$ cat config.mk
export PLATFORM = sky130hd
export DESIGN_NAME = zp_window_det
export DESIGN_NICKNAME = d
export VERILOG_FILES = /design/src/rtl/zp_window_det.sv
export SDC_FILE = /design/constraint.sdc
export NUM_CORES = 1
export LEC_CHECK = 0
export BUFFER_PORTS_ARGS = -buffer_cell sky130_fd_sc_hd__buf_2
export CORE_AREA = 2 2 39 41
export DETAILED_ROUTE_END_ITERATION = 8
export DIE_AREA = 0 0 41 43
export GPL_TIMING_DRIVEN = 0
export MAX_ROUTING_LAYER = met4
export SETUP_SLACK_MARGIN = 0.05
export SYNTH_ARGS = -nofsm -noshare
export SYNTH_HDL_FRONTEND = slang
export SYNTH_SLANG_ARGS = --single-unit
$ cat constraint.sdc
create_clock -name clk -period 1.22 [get_ports clk]
set_input_delay 0.244 -clock clk [delete_from_list [all_inputs] [get_ports clk]]
set_output_delay 0.244 -clock clk [all_outputs]
set_load 0.01 [all_outputs]
$ cat src/rtl/zp_window_det.sv
module zp_window_det (
  input  logic clk,
  input  logic rst,
  input  logic din,
  output logic hit
);

  typedef enum logic [2:0] {
    S_IDLE  = 3'd0,
    S_ONE0  = 3'd1,
    S_ARMED = 3'd2,
    S_W2_N  = 3'd3,
    S_W2_Y  = 3'd4,
    S_W3_N  = 3'd5,
    S_W3_Y  = 3'd6
  } state_t;

  state_t state, state_nx;

  always_ff @(posedge clk) begin
    if (rst) state <= S_IDLE;
    else     state <= state_nx;
  end

  always_comb begin
    state_nx = S_IDLE;
    unique case (state)
      S_IDLE:  state_nx = din ? S_IDLE : S_ONE0;
      S_ONE0:  state_nx = din ? S_IDLE : S_ARMED;
      S_ARMED: state_nx = din ? S_W2_Y : S_W2_N;
      S_W2_N:  state_nx = din ? S_W3_Y : S_W3_N;
      S_W2_Y:  state_nx = S_W3_Y;
      S_W3_N:  state_nx = S_IDLE;
      S_W3_Y:  state_nx = S_IDLE;
      default: state_nx = S_IDLE;
    endcase
  end

  assign hit = (state == S_W3_Y) || ((state == S_W3_N) && din);

endmodule


==> results of run 1 <==
==> synth_stat cells <==
library cell,n
a2111oi_0,1
a21oi_1,1
a31oi_1,1
and2_1,1
dfxtp_1,3
inv_1,1
nand2_1,2
nand3b_1,1
nor2_1,1
nor2b_1,1
o21ai_0,2
or4b_1,1
xnor2_1,1
==> critical path, stage by stage, from the launching register on <==
cell and delay, ns:
dfxtp_2 0.32, nand3b_1 0.14, o21ai_1 0.07, and2_1 0.13
buf_2 0.12
==> layout make-up <==
cell class / count / area, um^2 / share of cell area, %
timing repair buffer: 5 / 30.0 / 13.3
clock buffer: 4 / 26.3 / 11.7
sequential: 3 / 65.1 / 28.9
multi-input combinational: 13 / 80.1 / 35.6
inverter: 1 / 3.75 / 1.67
tap: 16 / 20.0 / 8.89
==> metrics by stage <==
stage	util, %	power (W)
6_report	16.3	0.000325
5_1_grt	16.3	0.000352
4_1_cts	16.1	0.000327
3_5_place_dp	12.9	0.000138
3_3_place_gp	12.9	0.000136
2_1_floorplan	-	0.000128
==> layout by cell type, fill, tap and decap left out, types with 2 or more instances in the layout <==
cell / Yosys / final
buf_4: 0 / 2
clkbuf_4: 0 / 3
buf_2: 0 / 3
nand2_1: 2 / 2
==> cells by family (layout without fill, tap and decap cells) <==
| family | count (synthesis) | in the layout |
|---|---|---|
| AOI/OAI and AO/OA | 5 | 5 |
| DFF | 3 | 3 |
| buffers and inverters | 1 | 10 |
| and+or+nand+nor | 7 | 7 |
| xor gates and xnor gates | 1 | 1 |
==> path summary, 6_finish.rpt <==
check | start | to | slack [ns]
worst max-delay path | state[1] | hit | -0.03
worst min-delay path | rst | state[1] | 0.20
worst max register to register | state[1] | state[1] | 0.07
worst min register to register | state[1] | state[0] | 0.50
==> power by group <==
part           internal [W]  switching (W)
sequential         0.000105     0.00000748
clock              0.000123      0.0000582
combinational     0.0000181      0.0000136
total              0.000246      0.0000793
==> per-layer routing <==
metal	track usage (%)	vias up	routed length, um
met5	-	-	0
met4	2.00	0	0
met3	4.71	0	37
met2	6.56	8	187
met1	4.13	74	131
li1	-	81	-
==> repair_timing <==
item | 4_1_cts | 5_1_grt
hold buffers | 0 | 0
pin swaps | 1 | 2
buffers inserted | 2 | 0
gates resized for setup | 3 | 1
setup endpoints to repair | 1 | 2
==> metrics.md, run 1 <==
| Metric | Value |
|---|---|
| Area share of the largest cell type after synthesis | `41.7%` |
| Largest registers | `state x3` |
| Syn Nets | `20` |
| Mux share of post-synthesis cell area | `0%` |
| DR DRC count | `0` |
| Non-Filler Instances | `42` |
| Pins Over Slew Limit | `0` |
| Layout area overhead | `56.5%` |
| Mapped cell area | `144 um^2` |
| Die Y-Extent | `43 um` |
| Final Hold Fails | `0` |
| Io pins | `4` |
| R2R cell count | `3` |
| Synthesis Warnings | `0` |
| Gr usage total | `4.71%` |
| Outcome | `finished with violations` |
| Vias in the first global route | `150` |
| Setup ws final | `-0.0321 ns` |
| Compound-Gate Fraction of Synth Area | `20.9%` |
| Slew at the pin with the worst max-slew slack | `0.336 ns` |
| Post-Synthesis Cells | `17` |
| Kind of critical path | `reg -> out` |
| Area after DPL | `179 um^2` |
| Clk_skew | `0.00645 ns` |
| Fin Setup TNS | `-0.0321 ns` |
| DR vias/cell | `3.88` |
| Place WS | `0.135 ns` |
| Core Area | `1380 um^2` |
| Detailed Route WL | `356 um` |
| CTS sink cnt | `3` |
| Worst hold path depth | `2` |
| Std cell rows | `14` |
| Max reg flops | `3` |
| Pleak | `0.0856 nW` |
| Final instance area | `225 um^2` |
| Max Clk Rate | `799 MHz` |
| Post-Synth Simple-Gate Area | `28.7%` |
| Relative slew slack | `77.0%` |
| Tmin final | `1.25 ns` |
| Via count | `163` |
| Clock buffer depth | `2` |
| Synth area leaders | `dfxtp_1 (42%), o21ai_0 (7.0%), or4b_1 (7.0%)` |
| Die area | `1760 um^2` |
| Antenna-violating nets left | `0` |
| H-tree depth | `1` |
| Port bufs | `3` |
| Final setup viols | `1` |
| Failing checks | `negative setup slack` |
| CP endpoint kind | `output port` |
| Largest Register | `state` |
| Number of distinct library cells after synthesis | `13` |
| PwrDens | `1440 nW/um^2` |
| DP HPWL | `241 um` |
| Post-Synth XOR/XNOR Area | `6.09%` |
| Drt wl/cell | `8.48 um` |
| Main combinational cell family by area after synthesis | `simple AND/OR/NAND/NOR gates` |
| Drt first-iter violations | `5` |
| Placed cell count | `36` |
| #FFs+latches synth | `3` |
| Nets@finish | `30` |
| Fillers | `163` |
| Clock-pin slew on the worst setup and hold paths | `0.04 ns` |
| Peak VDD IR | `0.295 mV` |
| Pre-antenna DRT Iters | `4` |
| DIE WIDTH | `41 um` |
| Post-synthesis sequential area ratio | `41.7%` |
| Number of max-cap violations | `0` |
| RSZ-0062 raised after global routing | `yes` |
| Root Buffer | `clkbuf_4` |
| CP required | `0.98 ns` |
| Pin count of the biggest net entering global routing | `8` |
| Worst-path maximum fanout | `4` |
| Initial antenna violation count | `0` |
| CP Launch Type | `flip-flop` |
| Share of cells above drive strength 1 | `38.5%` |
| Mean post-synth cell area | `8.46 um^2` |
| CTS Buf Count | `3` |
| First-pass GRT wire length | `510 um` |
| Starting Density | `10.4%` |
| Clock Latency Late Sink | `0.24 ns` |
| Post-synthesis adder-cell area fraction | `0%` |
| Final hold slack | `0.204 ns` |
| Final Cycle Share | `103%` |
| CTS tree | `yes` |
| CP arrival | `1.01 ns` |
| Grt ovf | `0` |
| Final GP Congestion | `0.456` |
| Yosys top cell by area | `dfxtp_1` |
| Worst hold path class | `in -> reg` |
| Antenna diode count | `0` |
Note: power is estimated with default switching activity, not from simulation.
==> inputs of run 2 (changes only) <==
--- a/config.mk
+++ b/config.mk
@@ -5,6 +5,7 @@
 export SDC_FILE = /design/constraint.sdc
 export NUM_CORES = 1
 export LEC_CHECK = 0
+export ABC_AREA = 1
 export BUFFER_PORTS_ARGS = -buffer_cell sky130_fd_sc_hd__buf_2
 export CORE_AREA = 2 2 39 41
 export DETAILED_ROUTE_END_ITERATION = 8
==> constraint.sdc (replaced) <==
create_clock -name clk -period 1.1 [get_ports clk]
set_input_delay 0.22 -clock clk [delete_from_list [all_inputs] [get_ports clk]]
set_output_delay 0.22 -clock clk [all_outputs]
set_load 0.01 [all_outputs]
==> metrics.md, run 2 <==
| Metric | Value |
|---|---|
| Fillers | `166 (was 163)` |
| Starting Density | `10.8% (was 10.4%)` |
| Number of max-cap violations | `0 (unchanged)` |
| Share of cells above drive strength 1 | `50.0% (was 38.5%)` |
| CP endpoint kind | `output port (unchanged)` |
| Yosys top cell by area | `dfxtp_1 (unchanged)` |
| Most frequent cells in the layout | `nor2_1 (4), nand2_1 (4), buf_4 (4) (was clkbuf_4 (3), buf_2 (3), nand2_1 (2), buf_4 (2))` |
| Final Hold Fails | `0 (unchanged)` |
| Antenna-violating nets left | `0 (unchanged)` |
| Clock Latency Late Sink | `0.23 ns (was 0.24 ns)` |
| #FFs+latches synth | `3 (unchanged)` |
| Nets@finish | `38 (was 30)` |
| CP arrival | `0.93 ns (was 1.01 ns)` |
| Pleak | `0.122 nW (was 0.0856 nW)` |
| Initial antenna violation count | `0 (unchanged)` |
| Commonest cells post-synth | `nand2_1 (4), nor2_1 (4) (was dfxtp_1 (3), nand2_1 (2), o21ai_0 (2))` |
| Mapped cell area | `150 um^2 (was 144 um^2)` |
| DP HPWL | `255 um (was 241 um)` |
| Syn Nets | `26 (was 20)` |
| PwrDens | `1610 nW/um^2 (was 1440 nW/um^2)` |
| Core Area | `1380 um^2 (unchanged)` |
| Reg-to-reg setup timing slack | `0.18 ns (was 0.07 ns)` |
| Failing checks | `negative setup slack (unchanged)` |
| Worst Path Buf+Inv | `2 (was 1)` |
| Worst Hold End | `state[0] (was state[1])` |
| Relative slew slack | `85.0% (was 77.0%)` |
| Kind of cell adding the most delay to the critical path | `flip-flops (unchanged)` |
| Kind of critical path | `reg -> out (unchanged)` |
| Synth area leaders | `dfxtp_1 (40%), nand2_2 (13%), a21oi_1 (10%) (was dfxtp_1 (42%), o21ai_0 (7.0%), or4b_1 (7.0%))` |
| Prevailing post-synth register cell | `dfxtp_1 (unchanged)` |
| Drt first-iter violations | `1 (was 5)` |
| Port bufs | `3 (unchanged)` |
| Peak VDD IR | `0.298 mV (was 0.295 mV)` |
| Outcome | `finished with violations (unchanged)` |
| CTS Hold Bufs | `0 (unchanged)` |
| Pins Over Slew Limit | `0 (unchanged)` |
| Synthesis Warnings | `0 (unchanged)` |
| CTS Buf Count | `3 (unchanged)` |
| Die Y-Extent | `43 um (unchanged)` |
| Hold_sp | `rst (unchanged)` |
| Gr usage total | `6.26% (was 4.71%)` |
| Most Frequent Cell on Critical Path | `nand2_2` |
| Clock-pin slew on the worst setup and hold paths | `0.03 ns (was 0.04 ns)` |
| Non-Filler Instances | `50 (was 42)` |
| Worst R2R End | `state[2] (was state[1])` |
| CP max stage delay | `0.32 ns (about the same)` |
| CP required | `0.88 ns (was 0.98 ns)` |
| Final Cycle Share | `104%` |
| Worst hold path class | `in -> reg (unchanged)` |
| Asr flop ratio synth | `0% (unchanged)` |
| Layout area overhead | `62.5% (was 56.5%)` |
| Antenna diode count | `0 (unchanged)` |
| Clock buffer depth | `2 (unchanged)` |
| Place WS | `0.106 ns (was 0.135 ns)` |
| H-tree depth | `1 (unchanged)` |
| Detailed Route WL | `362 um (was 356 um)` |
| Final setup viols | `1 (unchanged)` |
| Tmin final | `1.15 ns` |
| Largest registers | `state x3 (unchanged)` |
| Pin count of the biggest net entering global routing | `5 (was 8)` |
| Worst-path maximum fanout | `3 (was 4)` |
| Die area | `1760 um^2 (unchanged)` |
| Vias in the first global route | `185 (was 150)` |
| Placed cell count | `42 (was 36)` |
| Mean post-synth cell area | `6.53 um^2 (was 8.46 um^2)` |
| Post-synthesis sequential area ratio | `40.0% (was 41.7%)` |
| DR DRC count | `0 (unchanged)` |
| Post-Synthesis Cells | `23 (was 17)` |
| Worst reg2reg startpoint | `state[0] (was state[1])` |
| Busiest layer in global routing | `met2 (unchanged)` |
| Pre-antenna DRT Iters | `2 (was 4)` |
| Clk_skew | `0.000538 ns (was 0.00645 ns)` |
| CP Launch Type | `flip-flop (unchanged)` |
| Grt ovf | `0 (unchanged)` |
| Via count | `171 (was 163)` |
| Slew at the pin with the worst max-slew slack | `0.223 ns (was 0.336 ns)` |
| Largest Register | `state (unchanged)` |
| Max Clk Rate | `872 MHz` |
| Final GP Congestion | `0.653 (was 0.456)` |
| GR Util met1 | `5.11% (was 4.13%)` |
| Drt wl/cell | `7.24 um (was 8.48 um)` |
| Final instance area | `244 um^2 (was 225 um^2)` |
| Setup ws final | `-0.0469 ns (was -0.0321 ns)` |
| Area share of the largest cell type after synthesis | `40.0% (was 41.7%)` |
| CTS tree | `yes (unchanged)` |
| Grt met3 use | `3.14% (was 4.71%)` |
| Area after DPL | `185 um^2 (was 179 um^2)` |
| Io pins | `4 (unchanged)` |
| Number of distinct library cells after synthesis | `9 (was 13)` |
| CP max-delay cell | `dfxtp_2 (unchanged)` |
| DIE WIDTH | `41 um (unchanged)` |
| Worst hold path depth | `2 (unchanged)` |
| R2R cell count | `7 (was 3)` |
| CTS sink cnt | `3 (unchanged)` |
| Core Util, Final | `17.6% (was 16.3%)` |
| Root Buffer | `clkbuf_4 (unchanged)` |
| Met2 usage | `8.44% (was 6.56%)` |
| Max reg flops | `3 (unchanged)` |
| Std cell rows | `14 (unchanged)` |
| Worst path cell trace | `inv_2, nand2_2, nand2_2, nor2_1, buf_2 (was nand3b_1, o21ai_1, and2_1, buf_2)` |
| Post-synth EDFFs | `0 (unchanged)` |
| RSZ-0062 raised after global routing | `yes (unchanged)` |
| DR vias/cell | `3.42 (was 3.88)` |
| First-pass GRT wire length | `648 um (was 510 um)` |
run 2: cell count changes in the layout (fill, tap and decap cells not counted), moves of 2 or more:
cell / previous run / this run
a21oi_1: 1 / 3
buf_4: 2 / 4
inv_2: 0 / 2
nand2_1: 2 / 4
nand2_2: 0 / 3
nor2_1: 1 / 4
run 2: worst max path at each step:
stage,startpoint,endpoint,slack (ns),cells past startpoint
2_1_floorplan,state[1],hit,0.19,4
3_3_place_gp,state[1],hit,0.11,5
3_5_place_dp,state[1],hit,0.11,5
4_1_cts,state[1],hit,-0.05,5
5_1_grt,state[1],hit,-0.11,5
6_report,state[0],hit,-0.05,5
run 2: stage by stage:
stage / total power, W / hold slack (ns) / TNS, ns
floorplan: 0.000169 / 0.297 / 0
global placement: 0.000182 / 0.408 / 0
detailed placement: 0.000184 / 0.414 / 0
CTS: 0.000402 / 0.158 / -0.0472
global route: 0.000424 / 0.159 / -0.109
finish: 0.000392 / 0.163 / -0.0469
run 2: timing repair:
| action | in CTS | in global routing |
|---|---|---|
| gates cloned | 0 | 0 |
| resized for setup | 3 | 0 |
| endpoints found under the setup margin | 1 | 1 |
| buffers inserted | 3 | 1 |
| pin swaps | 2 | 2 |
run 2: cell type report:
cell class	instances	area (um^2)	area share, %
clock buffer	4	26.3	10.8
inverter	4	15.0	6.15
multi-input combinational	16	75.1	30.8
sequential	3	62.6	25.6
tap	16	20.0	8.21
timing repair buffer	7	45.0	18.5
run 2: cells by family (layout without fill, tap and decap cells):
logic type	Yosys count	in the layout	synth area share, %
and+or+nand+nor	13	13	40.0
AOI/OAI and AO/OA	3	3	10.0
DFF	3	3	40.0
buffers and inverters	4	15	10.0
run 2: routing by layer:
layer / up-vias / wire length, um
met3: 0 / 29
met1: 75 / 137
met5: - / 0
met4: 0 / 0
met2: 3 / 195
li1: 93 / -
run 2: worst reg2reg max path, cell delays in order, from the launching register on:
cell     delay [ns]
dfxtp_2        0.32
inv_2          0.04
nand2_2        0.07
nand2_2        0.05
buf_4          0.12
buf_4          0.12
nand2_1        0.05
nor2_1         0.04
run 2: power breakdown:
group	internal, W	switching (W)	total, W
Clock	0.000136	0.0000538	0.000190
Combinational	0.0000353	0.0000378	0.0000731
Sequential	0.000122	0.00000771	0.000129
Total	0.000293	0.0000993	0.000392
==> inputs of run 3 (changes only) <==
--- a/config.mk
+++ b/config.mk
@@ -10,7 +10,6 @@
 export CORE_AREA = 2 2 39 41
 export DETAILED_ROUTE_END_ITERATION = 8
 export DIE_AREA = 0 0 41 43
-export GPL_TIMING_DRIVEN = 0
 export MAX_ROUTING_LAYER = met4
 export SETUP_SLACK_MARGIN = 0.05
 export SYNTH_ARGS = -nofsm -noshare
==> constraint.sdc (replaced) <==
create_clock -name clk -period 0.98 [get_ports clk]
set_input_delay 0.196 -clock clk [delete_from_list [all_inputs] [get_ports clk]]
set_output_delay 0.196 -clock clk [all_outputs]
set_load 0.01 [all_outputs]
==> metrics.md, run 3 (same netlist as run 2, synthesis figures left out) <==
| Metric | Value |
|---|---|
| CP arrival | `0.91 ns (was 0.93 ns)` |
| Outcome | `finished with violations (unchanged)` |
| CP endpoint kind | `output port (unchanged)` |
| DR DRC count | `0 (unchanged)` |
| Nets@finish | `36 (was 38)` |
| Fin Setup TNS | `-0.129 ns (was -0.0469 ns)` |
| Starting Density | `10.8% (unchanged)` |
| Clock-pin slew on the worst setup and hold paths | `0.04 ns (was 0.03 ns)` |
| Antenna-violating nets left | `0 (unchanged)` |
| DR vias/cell | `3.54 (was 3.42)` |
| Worst-path maximum fanout | `3 (unchanged)` |
| Final Hold Fails | `0 (unchanged)` |
| Worst hold path class | `in -> reg (unchanged)` |
| Grt ovf | `0 (unchanged)` |
| DIE WIDTH | `41 um (unchanged)` |
| Relative slew slack | `87.4% (was 85.0%)` |
| CTS tree | `yes (unchanged)` |
| Max reg flops | `3 (unchanged)` |
| CTS sink cnt | `3 (unchanged)` |
| Vias in the first global route | `140 (was 185)` |
| Initial antenna violation count | `0 (unchanged)` |
| CP Launch Type | `flip-flop (unchanged)` |
| Overall power | `0.000438 W (was 0.000392 W)` |
| Clock Latency Late Sink | `0.23 ns (about the same)` |
| Via count | `170 (was 171)` |
| Drt wl/cell | `6.31 um (was 7.24 um)` |
| Largest registers | `state x3 (unchanged)` |
| CTS Buf Count | `3 (unchanged)` |
| Root Buffer | `clkbuf_4 (unchanged)` |
| Peak VDD IR | `0.358 mV (was 0.298 mV)` |
| Share of cells above drive strength 1 | `50.0% (unchanged)` |
| Final setup viols | `1 (unchanged)` |
| DP HPWL | `226 um (was 255 um)` |
| Clock buffer depth | `2 (unchanged)` |
| Final instance area | `233 um^2 (was 244 um^2)` |
| Slew at the pin with the worst max-slew slack | `0.188 ns (was 0.223 ns)` |
| Tmin final | `1.11 ns` |
| Final hold slack | `0.133 ns (was 0.163 ns)` |
| Most frequent cells in the layout | `nor2_1 (4), nand2_1 (4), nand2_2 (3), clkbuf_4 (3), buf_2 (3) (was nor2_1 (4), nand2_1 (4), buf_4 (4))` |
| Detailed Route WL | `303 um (was 362 um)` |
| Failing checks | `negative setup slack (unchanged)` |
| Die area | `1760 um^2 (unchanged)` |
| Area after DPL | `193 um^2 (was 185 um^2)` |
| Antenna diode count | `0 (unchanged)` |
| Pre-antenna DRT Iters | `4 (was 2)` |
| H-tree depth | `1 (unchanged)` |
| Die Y-Extent | `43 um (unchanged)` |
| Io pins | `4 (unchanged)` |
| Pleak | `0.115 nW (was 0.122 nW)` |
| Std cell rows | `14 (unchanged)` |
| PwrDens | `1880 nW/um^2 (was 1610 nW/um^2)` |
| Number of max-cap violations | `0 (unchanged)` |
| Gr usage total | `5.23% (was 6.26%)` |
| Clk_skew | `0.00375 ns (was 0.000538 ns)` |
| Max Clk Rate | `902 MHz` |
| First-pass GRT wire length | `483 um (was 648 um)` |
| CP required | `0.78 ns (was 0.88 ns)` |
| Final GP Congestion | `0.675 (was 0.653)` |
| Layout area overhead | `55.0% (was 62.5%)` |
| Largest Register | `state (unchanged)` |
| Kind of critical path | `reg -> out (unchanged)` |
| Core Util, Final | `16.8% (was 17.6%)` |
| Port bufs | `3 (unchanged)` |
| Pin count of the biggest net entering global routing | `5 (unchanged)` |
| Pins Over Slew Limit | `0 (unchanged)` |
| CTS Hold Bufs | `0 (unchanged)` |
| Drt first-iter violations | `3 (was 1)` |
| Final Cycle Share | `113%` |
| Core Area | `1380 um^2 (unchanged)` |
| Setup ws final | `-0.129 ns (was -0.0469 ns)` |
| RSZ-0062 raised after global routing | `yes (unchanged)` |
-- run 3: cell types whose count changed in the layout (fill, tap and decap cells not counted), sizes merged --
cell | previous run | this run
buf | 7 | 5
-- run 3: path summary, 6_finish.rpt --
| path | from | end | slack, ns | depth (start not counted) |
|---|---|---|---|---|
| worst min register to register | state[2] | state[0] | 0.46 | 1 |
| worst max-delay path | state[0] | hit | -0.13 | 5 |
| worst max register to register | state[1] | state[1] | 0.12 | 5 |
| worst min-delay path | rst | state[0] | 0.13 | 2 |
-- run 3: what timing repair did --
action	4_1_cts	5_1_grt
pin swaps	2	0
gates resized for setup	3	1
endpoints found under the setup margin	1	2
setup buffers	1	0
-- run 3: final cells by class --
cell class / instances / area [um^2]
Fill cell: 163 / 1150
Multi-Input combinational cell: 16 / 78.8
Sequential cell: 3 / 62.6
Timing Repair Buffer: 5 / 30.0
Clock buffer: 4 / 26.3
Tap cell: 16 / 20.0
Inverter: 4 / 15.0
-- run 3: power breakdown --
group | internal [W] | switching (W)
combinational | 0.0000376 | 0.0000424
sequential | 0.000137 | 0.00000848
clock | 0.000152 | 0.0000606
total | 0.000327 | 0.000111
-- run 3: per-stage QoR --
stage	setup WS, ns	std cells
detailed placement	0.0536	43
global route	-0.199	48
finish	-0.129	48
floorplan	0.0925	23
global placement	0.0548	43
CTS	-0.137	48
-- run 3: layer usage --
metal  global-route usage (%)  part of all wire [%]  up-vias
met1                     3.82                    46       75
met4                     8.00                   1.3        0
met2                     5.63                    45        3
li1                         -                     -       90
met5                        -                     0        -
met3                     4.71                   7.6        2
-- run 3: worst max-delay path: stages (launching register included) --
cell and delay [ns]:
dfxtp_2 0.32, inv_2 0.04, nand2_2 0.06, nand2_2 0.05, nor2_1 0.07, buf_2 0.13
